## config.mk

```make
export PLATFORM = sky130hd
export DESIGN_NAME = burst_addr_seq
export DESIGN_NICKNAME = d
export VERILOG_FILES = /design/src/rtl/burst_seq_pkg.sv /design/src/rtl/burst_seq_ctrl.sv /design/src/rtl/burst_seq_dp.sv /design/src/rtl/burst_addr_seq.sv
export SDC_FILE = /design/constraint.sdc
export NUM_CORES = 1
export LEC_CHECK = 0
export BUFFER_PORTS_ARGS = -buffer_cell sky130_fd_sc_hd__buf_2
export CAP_MARGIN = 5
export CORE_AREA = 2 2 67 69
export CTS_CLUSTER_SIZE = 12
export DETAILED_ROUTE_END_ITERATION = 10
export DIE_AREA = 0 0 69 71
export MAX_ROUTING_LAYER = met4
export SYNTH_ARGS = -nofsm -noshare
export SYNTH_HDL_FRONTEND = slang
export SYNTH_SLANG_ARGS = --single-unit
```

## constraint.sdc

```tcl
create_clock -name clk -period 1.41 [get_ports clk]
set_input_delay 0 -clock clk [delete_from_list [all_inputs] [get_ports clk]]
set_output_delay 0 -clock clk [all_outputs]
set_load 0.01 [all_outputs]
```

## src/rtl/burst_seq_pkg.sv

```systemverilog
package burst_seq_pkg;
  localparam int ADDR_W = 18;
  localparam int OFFS_W = 2;

  typedef struct packed {
    logic loadBase;
    logic stepBeat;
  } seqCtrl_t;
endpackage

```

## src/rtl/burst_seq_ctrl.sv

```systemverilog
module burst_seq_ctrl
  import burst_seq_pkg::*;
(
  input  logic     procStrobe,
  input  logic     ctrlStrobe,
  input  logic     advance,
  output seqCtrl_t ctrlOut
);
  logic anyStrobe;

  // a strobe on either port wins over advance
  always_comb begin
    anyStrobe        = procStrobe | ctrlStrobe;
    ctrlOut.loadBase = anyStrobe;
    ctrlOut.stepBeat = advance & ~anyStrobe;
  end
endmodule

```

## src/rtl/burst_seq_dp.sv

```systemverilog
module burst_seq_dp
  import burst_seq_pkg::*;
#(
  parameter int AW = ADDR_W,
  parameter int OW = OFFS_W
) (
  input  logic          clk,
  input  logic          rst,
  input  seqCtrl_t      ctrlIn,
  input  logic          interleaveMode,
  input  logic [AW-1:0] baseAddrIn,
  output logic [AW-1:0] burstAddr
);
  localparam int HI_W = AW - OW;

  logic [AW-1:0] baseReg;
  logic [OW-1:0] beatCnt;
  logic [OW-1:0] startOffs;
  logic [OW-1:0] lowOffs;

  always_ff @(posedge clk) begin
    if (rst) begin
      baseReg <= '0;
      beatCnt <= '0;
    end else if (ctrlIn.loadBase) begin
      baseReg <= baseAddrIn;
      beatCnt <= '0;
    end else if (ctrlIn.stepBeat) begin
      beatCnt <= beatCnt + 1'b1;
    end
  end

  always_comb begin
    startOffs = baseReg[OW-1:0];
    if (interleaveMode) lowOffs = startOffs ^ beatCnt;
    else                lowOffs = startOffs + beatCnt;
    burstAddr = {baseReg[AW-1:OW], lowOffs};
  end

  // a load presents the new base on the next cycle
  assert_load_base_R2: assert property (@(posedge clk) disable iff (rst)
    ctrlIn.loadBase |=> burstAddr == $past(baseAddrIn));

  // upper bits do not move without a load
  assert_upper_hold_R8: assert property (@(posedge clk) disable iff (rst)
    !ctrlIn.loadBase |=> burstAddr[AW-1:OW] == $past(burstAddr[AW-1:OW]));

  // each step moves the beat by exactly one, wrapping modulo four
  assert_step_one_R6: assert property (@(posedge clk) disable iff (rst)
    ctrlIn.stepBeat |=> beatCnt == OW'($past(beatCnt) + 1'b1));

  // with neither load nor step the beat holds
  assert_suspend_hold_R5: assert property (@(posedge clk) disable iff (rst)
    (!ctrlIn.loadBase && !ctrlIn.stepBeat) |=> beatCnt == $past(beatCnt));

  logic [HI_W-1:0] unusedHi;
  assign unusedHi = '0;
endmodule

```

## src/rtl/burst_addr_seq.sv

```systemverilog
module burst_addr_seq
  import burst_seq_pkg::*;
(
  input  logic              clk,
  input  logic              rst,
  input  logic              procStrobe,
  input  logic              ctrlStrobe,
  input  logic              advance,
  input  logic              interleaveMode,
  input  logic [ADDR_W-1:0] baseAddrIn,
  output logic [ADDR_W-1:0] burstAddr
);
  seqCtrl_t seqCtrl;

  burst_seq_ctrl u_ctrl (
    .procStrobe (procStrobe),
    .ctrlStrobe (ctrlStrobe),
    .advance    (advance),
    .ctrlOut    (seqCtrl)
  );

  burst_seq_dp #(.AW(ADDR_W), .OW(OFFS_W)) u_dp (
    .clk            (clk),
    .rst            (rst),
    .ctrlIn         (seqCtrl),
    .interleaveMode (interleaveMode),
    .baseAddrIn     (baseAddrIn),
    .burstAddr      (burstAddr)
  );
endmodule

```

==> Implementation_results.wiki <==
{| class="wikitable"
! Metric !! Value
|-
| Result of the run || finished clean
|-
| Layout cell share with drive strength beyond 1 || 0.4231
|-
| Area used by multi-input combinational logic || ~430 um^2
|-
| GR Overflow Total || 0
|-
| Data arrival time of the critical path || 1.21 ns
|-
| Pin count of the biggest net entering global routing || 38
|-
| Hold bufs inserted after CTS || 2
|-
| Unrepaired setup endpoints after global routing || false
|-
| Number of flip-flops and latches in the synthesized netlist || 20
|-
| Per-cell routed wire length || roughly 11 um
|-
| Clock input transition at the sequential cells of the worst setup and hold paths || around 0.07 ns
|-
| IR drop worst, VDD || 275.6 uV
|-
| Largest buffer count on any clock path || 2
|-
| Cell count of the worst reg-to-reg path || 2
|-
| Slew Limit Fails || 0
|-
| WL final || 1982 um
|-
| Master cell of the clock root buffer || clkbuf_8
|-
| Number of distinct library cells after synthesis || 17
|-
| Type of the most critical hold path || in -> reg
|-
| Critical path fanouts, max || 4
|-
| Maximum frequency from static timing analysis || a little over 800 MHz
|-
| First-pass GRT wire length || around 3300 um
|-
| Number of clock sinks || 20
|-
| Final worst clock skew || 0.00002068 ns
|-
| Synthesized Nets || between 100 and 150
|-
| Final layout net count || ~160
|-
| Starting density of the core || 0.2372
|-
| Number of violations reported at the end of detailed-routing iteration 0 || 19
|-
| Skew-Pair Late Insertion Delay || 0.25 ns
|-
| Port Buffers || 41
|-
| Synth-to-Final Area Change || 16.31%
|-
| Initial antenna violation count || 0
|-
| Critical path class || reg -> out
|-
| Sequential share of the synthesized area || 0.4015
|-
| Total power draw || ~1.1 mW
|-
| Finish-stage setup viols || 0
|-
| Sequential standard cell area || ~400 um^2
|-
| Cell Pwr Density || approximately 1000 nW/um^2
|-
| Crit end category || output port
|-
| Fill count || about 470
|-
| Cell count of the worst hold path || 3
|-
| Post-CTS Resized || 0
|-
| Number of vias per cell after detailed routing || 4.302
|-
| Slew of the pin with the lowest slew margin || 0.4810 ns
|-
| GR Util All Layers || 0.08516
|-
| Placer congestion estimate || 0.6731
|-
| Type of origin of the critical path || flip-flop
|-
| Number of synthesis warnings || 0
|-
| Setup slack on the worst flop-to-flop path || 0.43 ns
|-
| X dimension of the die || around 69 um
|-
| Total iterations of the first detailed-routing run || 4
|-
| Number of cells in the finished layout apart from fillers || between 150 and 200
|-
| Final Hold Fails || 0
|-
| Die footprint || between 4000 and 5000 um^2
|-
| Via count of the first global-routing pass || 732
|-
| TritonCTS clock tree || done
|-
| Core region area || about 4200 um^2
|-
| Height of the die || 71 um
|-
| Static leakage power || about 0.48 nW
|-
| Number of top-level design ports || 42
|-
| Worst hold slack || between 0.006 and 0.007 ns
|-
| # Post-CTS Setup Buffers || 0
|-
| Worst relative slew slack || 0.6793
|-
| Number of maximum-capacitance constraint violations || 0
|-
| Number of H-tree branching levels || 1
|-
| Std cell rows || 24
|-
| Final critical-path share of the clock period || 0.8574
|-
| Synthesized netlist cell count || between 100 and 150
|-
| Detailed-route via count || about 780
|-
| Number of buffers inserted during clock tree synthesis || 3
|-
| Sum Neg Setup Slack || 0 ns
|-
| Post-detailed-route DRC marker count || 0
|-
| Final critical path time including I/O delays and setup || between 1 and 1.5 ns
|-
| Placed wire-length estimate || around 1400 um
|-
| Avg Synthesized Cell Area || roughly 9.2 um^2
|-
| Required time of the worst setup path || roughly 1.4 ns
|-
| Cells after DPL || 177
|-
| Antenna cell count || 0
|-
| Cell area after technology mapping || 997.2 um^2
|-
| Number of nets still failing antenna checks after routing || 0
|}
## sequential cells by signal, summed over array words and instances, names as in the netlist
signal	cells
u_dp.baseReg	18
u_dp.beatCnt	2
## routing by layer
layer,part of all wire,vias to the layer above,GRT usage
met2,0.45,27,0.1303
met4,0.0086,0,0.03922
met1,0.48,345,0.1023
met5,0,-,-
met3,0.061,2,0.02707
li1,-,409,-
## worst max-delay path, stage by stage, from the launching register on
cell     delay, ns
dfxtp_1       0.39
ha_1          0.16
nor2b_1       0.15
xnor2_1       0.12
buf_2         0.14
## metrics by stage
step,cell area [um^2],setup WS [ns],utilization
floorplan,997.2,0.4877,-
global placement,1099,0.4359,0.2613
detailed placement,1099,0.4266,0.2613
CTS,1160,0.1810,0.2759
global route,1160,0.1029,0.2759
finish,1160,0.2011,0.2759
## power by group
group	switching, mW	internal, mW	leakage [nW]
Sequential	0.0142	0.598	0.166
Combinational	0.0890	0.0824	0.290
Clock	0.172	0.190	0.0216
## synth_stat cells
master    instances  share of area
or3b_1           11          0.097
a21oi_2           2          0.018
nand3b_1          1         0.0075
nor2_1            1         0.0038
a21oi_1          17          0.085
buf_4            16           0.12
buf_2             3          0.015
ha_1              1          0.013
clkbuf_1          3          0.011
a21bo_2           1          0.010
dfxtp_1          20           0.40
o21ai_0          18          0.090
buf_6             2          0.023
xnor2_1           3          0.026
or3b_2            7          0.061
or3_4             1          0.011
nor2b_1           1         0.0063
## kinds of logic after synthesis
kind of cell	after synthesis	share of synthesized area
compound gates	38	0.2033
xor+xnor	3	0.02635
fa+ha+maj	1	0.01255
buf+inv	24	0.1694
flops	20	0.4015
simple gates	22	0.1870
## area by class of cell
cell class,count,share of cell area
clock buffer,3,0.03560
timing repair buffer,43,0.1942
multi-input combinational,64,0.3689
tap,52,0.05610
sequential,20,0.3452
## cells in the final DEF (no fill, tap or decap), types with 2 or more instances in the layout
master         synthesis  final
clkbuf_8               0      3
buf_2                  3     41
or3b_1                11     11
dlygate4sd3_1          0      2
a21oi_2                2      2
dfxtp_1               20     20
xnor2_1                3      3
or3b_2                 7      7
a21oi_1               17     17
o21ai_0               18     18
## final timing paths
path	from	to
max reg2reg	u_dp.baseReg[1]$_SDFFE_PP0P_	u_dp.baseReg[1]$_SDFFE_PP0P_
min reg2reg	u_dp.baseReg[11]$_SDFFE_PP0P_	u_dp.baseReg[11]$_SDFFE_PP0P_
max	u_dp.beatCnt[0]$_SDFFE_PP0P_	burstAddr[1]
min	baseAddrIn[4]	u_dp.baseReg[4]$_SDFFE_PP0P_
Power figures use the tool's default switching activity.
